File: config.mk
export PLATFORM = sky130hd
export DESIGN_NAME = ret_stack
export DESIGN_NICKNAME = d
export VERILOG_FILES = /design/src/rtl/ret_stack_pkg.sv /design/src/rtl/ret_stack_ctrl.sv /design/src/rtl/ret_stack_dp.sv /design/src/rtl/ret_stack.sv
export SDC_FILE = /design/constraint.sdc
export NUM_CORES = 1
export LEC_CHECK = 0
export ABC_CLOCK_PERIOD_IN_PS = 3440
export CORE_MARGIN = 1
export CORE_UTILIZATION = 50
export DETAILED_ROUTE_END_ITERATION = 10
export PLACE_DENSITY = 0.66
export SLEW_MARGIN = 20
export SYNTH_ARGS = -nofsm -noshare
export SYNTH_HDL_FRONTEND = slang
export SYNTH_SLANG_ARGS = --single-unit
File: constraint.sdc
create_clock -name clk -period 3.44 [get_ports clk]
set_input_delay 0.86 -clock clk [delete_from_list [all_inputs] [get_ports clk]]
set_output_delay 0.86 -clock clk [all_outputs]
set_load 0.01 [all_outputs]
File: src/rtl/ret_stack_pkg.sv
package ret_stack_pkg;

  // Strobes passed from the pointer control to the storage datapath.
  typedef struct packed {
    logic writeEn;   // store the incoming address at the write slot
    logic ptrInc;    // pointers move one slot up (push)
    logic ptrDec;    // pointers move one slot down (pop)
  } stkStrobe_t;

  localparam int unsigned DefDepth = 8;
  localparam int unsigned DefAddrW = 13;

endpackage

File: src/rtl/ret_stack_ctrl.sv
module ret_stack_ctrl
  import ret_stack_pkg::*;
#(
  parameter int unsigned DEPTH = DefDepth,
  localparam int unsigned PtrW = (DEPTH > 1) ? $clog2(DEPTH) : 1
) (
  input  logic            clk,
  input  logic            rstN,
  input  logic            pushEn,
  input  logic            popEn,
  output stkStrobe_t      strobe,
  output logic [PtrW-1:0] wrIdx
);

  localparam logic [PtrW-1:0] LastIdx = PtrW'(DEPTH - 1);

  logic [PtrW-1:0] wrPtr;
  logic [PtrW-1:0] wrPtrNext;

  // Push has priority; a pop raised together with a push is dropped.
  always_comb begin
    strobe.writeEn = pushEn;
    strobe.ptrInc  = pushEn;
    strobe.ptrDec  = popEn & ~pushEn;
  end

  always_comb begin
    wrPtrNext = wrPtr;
    if (strobe.ptrInc) begin
      wrPtrNext = (wrPtr == LastIdx) ? '0 : wrPtr + 1'b1;
    end else if (strobe.ptrDec) begin
      wrPtrNext = (wrPtr == '0) ? LastIdx : wrPtr - 1'b1;
    end
  end

  always_ff @(posedge clk or negedge rstN) begin
    if (!rstN) wrPtr <= '0;
    else       wrPtr <= wrPtrNext;
  end

  assign wrIdx = wrPtr;

endmodule

File: src/rtl/ret_stack_dp.sv
module ret_stack_dp
  import ret_stack_pkg::*;
#(
  parameter int unsigned DEPTH  = DefDepth,
  parameter int unsigned ADDR_W = DefAddrW,
  localparam int unsigned PtrW = (DEPTH > 1) ? $clog2(DEPTH) : 1
) (
  input  logic              clk,
  input  logic              rstN,
  input  stkStrobe_t        strobe,
  input  logic [PtrW-1:0]   wrIdx,
  input  logic [ADDR_W-1:0] wrData,
  output logic [ADDR_W-1:0] rdData
);

  localparam logic [PtrW-1:0] LastIdx = PtrW'(DEPTH - 1);

  logic [ADDR_W-1:0] slot [DEPTH];
  logic [PtrW-1:0]   rdIdx;

  // Storage has no reset: saved addresses survive a pointer reset.
  for (genvar i = 0; i < DEPTH; i++) begin : g_slot
    always_ff @(posedge clk) begin
      if (strobe.writeEn && (wrIdx == PtrW'(i))) slot[i] <= wrData;
    end
  end

  // Read index trails the write pointer by one slot, kept as its own
  // register so the output mux is driven without a subtractor.
  always_ff @(posedge clk or negedge rstN) begin
    if (!rstN) begin
      rdIdx <= LastIdx;
    end else if (strobe.ptrInc) begin
      rdIdx <= (rdIdx == LastIdx) ? '0 : rdIdx + 1'b1;
    end else if (strobe.ptrDec) begin
      rdIdx <= (rdIdx == '0) ? LastIdx : rdIdx - 1'b1;
    end
  end

  assign rdData = slot[rdIdx];

endmodule

File: src/rtl/ret_stack.sv
module ret_stack
  import ret_stack_pkg::*;
#(
  parameter int unsigned DEPTH  = DefDepth,
  parameter int unsigned ADDR_W = DefAddrW
) (
  input  logic              clk,
  input  logic              rstN,
  input  logic              pushEn,
  input  logic [ADDR_W-1:0] pushAddr,
  input  logic              popEn,
  output logic [ADDR_W-1:0] topAddr
);

  localparam int unsigned PtrW = (DEPTH > 1) ? $clog2(DEPTH) : 1;

  stkStrobe_t      strobe;
  logic [PtrW-1:0] wrIdx;

  ret_stack_ctrl #(.DEPTH(DEPTH)) u_ctrl (
    .clk    (clk),
    .rstN   (rstN),
    .pushEn (pushEn),
    .popEn  (popEn),
    .strobe (strobe),
    .wrIdx  (wrIdx)
  );

  ret_stack_dp #(.DEPTH(DEPTH), .ADDR_W(ADDR_W)) u_dp (
    .clk    (clk),
    .rstN   (rstN),
    .strobe (strobe),
    .wrIdx  (wrIdx),
    .wrData (pushAddr),
    .rdData (topAddr)
  );

endmodule

* Yosys cells after proc, flatten, opt, wreduce, memory -nomap -nowiden
Memories as Yosys holds them, arrays and structs flattened.
Index checks and enable logic that the tools add are counted.
Widths: inputs -> output; s select.
** Operators by class
- $add $sub $neg :: 4
- $mul :: 0
- Divide/modulo/power cells :: 0
- Order comparisons :: 0
- Equal/unequal tests :: 8
- Shifts and indexed selects :: 0
- Muxes and demuxes :: 45
- Bitwise gates (word level) :: 2
- Reductions and logical operators :: 18
** Operators with widths (count)
- $mux 13 :: 7
- $reduce_or 13->1 :: 7
- $mux 3 :: 15
- $mux 1 :: 23
- $eq 3x3->1 const B :: 5
- $logic_and 1x1->1 :: 8
- $add 3x1->3 const B :: 2
- $eq 3x2->1 const B :: 2
- $logic_not 3->1 :: 2
- $sub 3x1->3 const B :: 2
- $eq 3x1->1 const B :: 1
- $reduce_bool 2->1 :: 1
- $and 1x1->1 :: 1
- $not 1->1 :: 1
** Storage, ports and cells
- Register bits :: 6
- Latch bits :: 0
- RAM bits :: 104
- ROM bits :: 0
- Input bits :: 17
- Output and inout port bits :: 13
- Word-level logic and storage cells :: 80
- Memories kept :: 1
** Memory list
- u_dp.slot :: words 8, bits a word 13, read ports 1, clocked after Yosys merged registers in 0, wr ports 1, RTL line ret_stack_dp.sv:18 : logic [ADDR_W-1:0] slot [DEPTH];

* Depth between registers and ports, before layout
- Word-level depth :: 12
- Mapped depth :: 7
- Gate-level depth less buffers :: 5

* Modules after synthesis
From an unflattened synthesis, not the netlist that was laid out.
** Second synthesis, totals
- Cell total of the unflattened synthesis :: 237
- Area total of the unflattened synthesis :: 4433.0 sq um
** Modules (own cells, without submodules)
- ret_stack_dp :: instances 1, cells each 214, area an instance 4197.8 sq um, sequential area each 3201.8 sq um
- ret_stack_ctrl :: instances 1, cells each 23, area an instance 235.2 sq um, sequential area each 75.1 sq um

* Worst setup path after synthesis
No wires, ideal clock.
- Kind :: register -> output
- Start :: register u_dp.rdIdx[0]
- End :: output port topAddr[10]
- Data arrival time :: 1.470 ns
- Required time :: 2.580 ns
- Setup slack :: 1.110 ns
- Cell stages (with the launch flop) :: 6
- Path buffers :: 2
- Cells stage by stage :: dfstp_2 buf_6 buf_12 mux4_2 nand2_1 nand2_1
** On the way
- Word-level cells in the longest chain between the ends :: 1
** Ends and longest elaborated chain
- start, declared :: RTL line ret_stack_dp.sv:19 : logic [PtrW-1:0] rdIdx;
- start signal, assigned :: RTL line ret_stack_dp.sv:32 : rdIdx <= LastIdx;
- start signal, assigned :: RTL line ret_stack_dp.sv:34 : rdIdx <= (rdIdx == LastIdx) ? '0 : rdIdx + 1'b1;
- start signal, assigned :: RTL line ret_stack_dp.sv:36 : rdIdx <= (rdIdx == '0) ? LastIdx : rdIdx - 1'b1;
- $mem_v2 8x13
- end, declared :: RTL line ret_stack.sv:12 : output logic [ADDR_W-1:0] topAddr
Every way passes these cells.

* Final worst setup path
- Start :: register u_dp.rdIdx[0]
- End :: output port topAddr[3]
Same word-level chain as after synthesis.

==> flow_summary_export.csv <==
group,metric,value,unit
critical_path,cp-start-kind,"register",
global_routing,grt_pass1_vias,2170,
die,io_pins,30,
global_routing,grt_usage,18.3,%
detailed_routing,wl_per_cell,19.4,um
timing,finalClockSkew,0.0116,ns
timing,hold_violations,0,
placement,dpl_worst_slack,0.452,ns
clock_network,clkLatencyLatePin,0.37,ns
timing,slew_viol_final,0,
critical_path,critical_path.slowest_cell,"dfstp_4",
yosys,synth_top_family_by_area,"multiplexers",
final_layout,post-route-util,59.2,%
critical_path,required,2.58,ns
final_layout,ff_latch_area,0.00328,mm^2
placement,hpwl,4780,um
final_layout,area_delta_synth_final,15.6,%
die,initial_core_util,51.2,%
detailed_routing,postRouteWirelength,7590,um
timing,setup_violations,0,
die,dieArea,0.00927,mm^2
global_routing,grt_max_degree,21,
die,die_w,96.3,um
yosys,synth_seq_cells,110,
critical_path,crit_type,"reg -> out",
job,maxCapViolCount,0,
detailed_routing,drtPass1Iterations,4,
yosys,synth-xor-area-share,0,%
global_routing,overflow,0,
clock_network,clock_path_buffers,2,
detailed_routing,num_vias,2166,
yosys,ys_types,28,
yosys,synth_area_leaders,"edfxtp_1, mux4_2, nand2_1",
timing,rsz0062_at_grt,"no",
final_layout,drive_gt1_share,20.1,%
min_path,hp-class,"reg -> reg",
yosys,synth_top_area_cell,"edfxtp_1",
final_layout,num-nets-final,306,
die,num_rows,34,
yosys,synthSimpleGateAreaFrac,5.80,%
yosys,synthMuxAreaShare,13.5,%
critical_path,critPathMaxFanout,14,
critical_path,critPathMaxStageDelay,0.73,ns
yosys,syn_area_per_cell,18.9,um^2
global_routing,antenna_found_initial,0,
status,status,"completed",
clock_network,clock-sinks,110,
yosys,synth.yosys.seq_area_share,73.7,%
critical_path,cp-end-kind,"primary output",
clock_network,cts_hold_buf,0,
yosys,synthAdderAreaFrac,3.10,%
clock_network,cts-htree-levels,3,
timing,whs,0.577,ns
power,leakagePower,0.00179,uW
die,coreArea,0.00868,mm^2
yosys,synth_area,0.00445,mm^2
clock_network,cts_tree,"yes",
placement,numPortBuffers,29,
critical_path,cp_common_cell,"nand2_1",
yosys,ys_warn_count,0,
clock_network,numCtsBuffers,9,
placement,place_congestion,0.755,
yosys,synth_compound_area_share,1.83,%
final_layout,design_area,0.00514,mm^2
timing,max_freq,303,MHz
yosys,syn_nets,263,
yosys,synth_top_area_share,70.3,%
timing,setup_ws,0.135,ns
timing,post-route-period-util,96.1,%
critical_path,worstPathArrival,2.45,ns
final_layout,nFillCells,680,
yosys,syn_inst,235,
timing,finalSetupTns,0,ns
timing,worst_pin_slew,0.624,ns
detailed_routing,drc,0,
final_layout,final_common_cell,"edfxtp_1",
global_routing,grt_pass1_wl,11700,um
final_layout,n_antenna_cell,0,
die,die_h,96.3,um
timing,post-route-min-period,3.31,ns
final_layout,layout_common_cells,"edfxtp_1, nand2_1, clkdlybuf4s50_1",
placement,dpl_cell_area,0.00493,mm^2
power,irDropWorstVdd,383,uV
detailed_routing,first_iter_violations,74,
detailed_routing,postRouteAntennaNets,0,
detailed_routing,vias_per_cell,5.54,
critical_path,crit_chain,"buf_12 > mux4_1 > nand2_1 > nand2_1 > clkdlybuf4s50_1",
critical_path,cpLargestDelayFamily,"flip-flops",
power,power_density,788,mW/mm^2
clock_network,clk_pin_slew,0.11,ns
clock_network,root_buffer,"clkbuf_8",
final_layout,multi_input_area,0.00108,mm^2
critical_path,critical_path_buf_inv_count,2,
timing,relSlewSlack,58.4,%
## layer usage
metal,share of wire [%],track usage (%)
met5,0,0
met4,1.3,5.27
met3,2.6,4.74
met2,49,29.3
met1,47,25.1
## metrics by stage
step	cells	total power, uW
finish	391	4050
global route	391	4290
CTS	391	4090
detailed placement	375	3320
global placement	375	3290
floorplan	235	2740
## cells in the mapped netlist, drive strengths merged
cell	number
nand2	42
nand3	2
nor3	2
o21a	2
and2	5
a221o	1
ha	11
nor3b	1
a211oi	1
nor2	1
dfstp	3
inv	5
nand2b	2
mux2i	1
a21o	2
mux4	26
a221oi	1
edfxtp	104
nor2b	1
clkbuf	4
dfrtp	3
o21ai	5
and3	3
buf	7
## cell families (layout without fill, tap and decap cells)
family,count (synthesis),in the layout
AO/OA/AOI/OAI,12,12
adder cells (fa/ha/maj),11,11
buffers and inverters,16,64
flip-flops,110,110
multiplexers,27,27
AND/OR/NAND/NOR,59,59
## report_power, final
group / internal [uW] / total, uW / switching (uW)
Clock: 347 / 789 / 441
Combinational: 769 / 1440 / 671
Sequential: 1700 / 1820 / 116
## layout make-up
cell class              instances  share of cell area [%]
flip-flops and latches        110                    63.9
well taps                     108                    2.63
repair buffers                 43                    8.26
multi-input cells             109                    20.9
clock buffers                   9                    2.41
inverters                       5                   0.365
clock inverters                 7                    1.53
## registers in the layout, indices dropped and copies added (netlist names)
register and count:
u_dp.rdIdx 3, u_ctrl.wrIdx 3, u_dp.slot 104
## path summary, 6_finish.rpt
kind	from	endpoint	cells past startpoint	slack [ns]
max	u_dp.rdIdx[0]$_DFFE_PN1P_	topAddr[3]	5	0.13
min	u_ctrl.wrIdx[0]$_DFFE_PN0P_	u_ctrl.wrIdx[0]$_DFFE_PN0P_	1	0.58
max reg2reg	u_dp.rdIdx[0]$_DFFE_PN1P_	u_dp.rdIdx[2]$_DFFE_PN1P_	6	1.70
min reg2reg	u_ctrl.wrIdx[0]$_DFFE_PN0P_	u_ctrl.wrIdx[0]$_DFFE_PN0P_	1	0.58
max in group asynchronous	rstN	u_dp.rdIdx[1]$_DFFE_PN1P_	1	2.43
min in group asynchronous	rstN	u_ctrl.wrIdx[0]$_DFFE_PN0P_	1	0.72
## repair_timing
item                                    4_1_cts  5_1_grt
gates resized for setup                       0        2
buffers inserted                              0        0
endpoints found under the setup margin        0        9
hold endpoints to repair                      0        0
(Power assumes the default switching activity.)
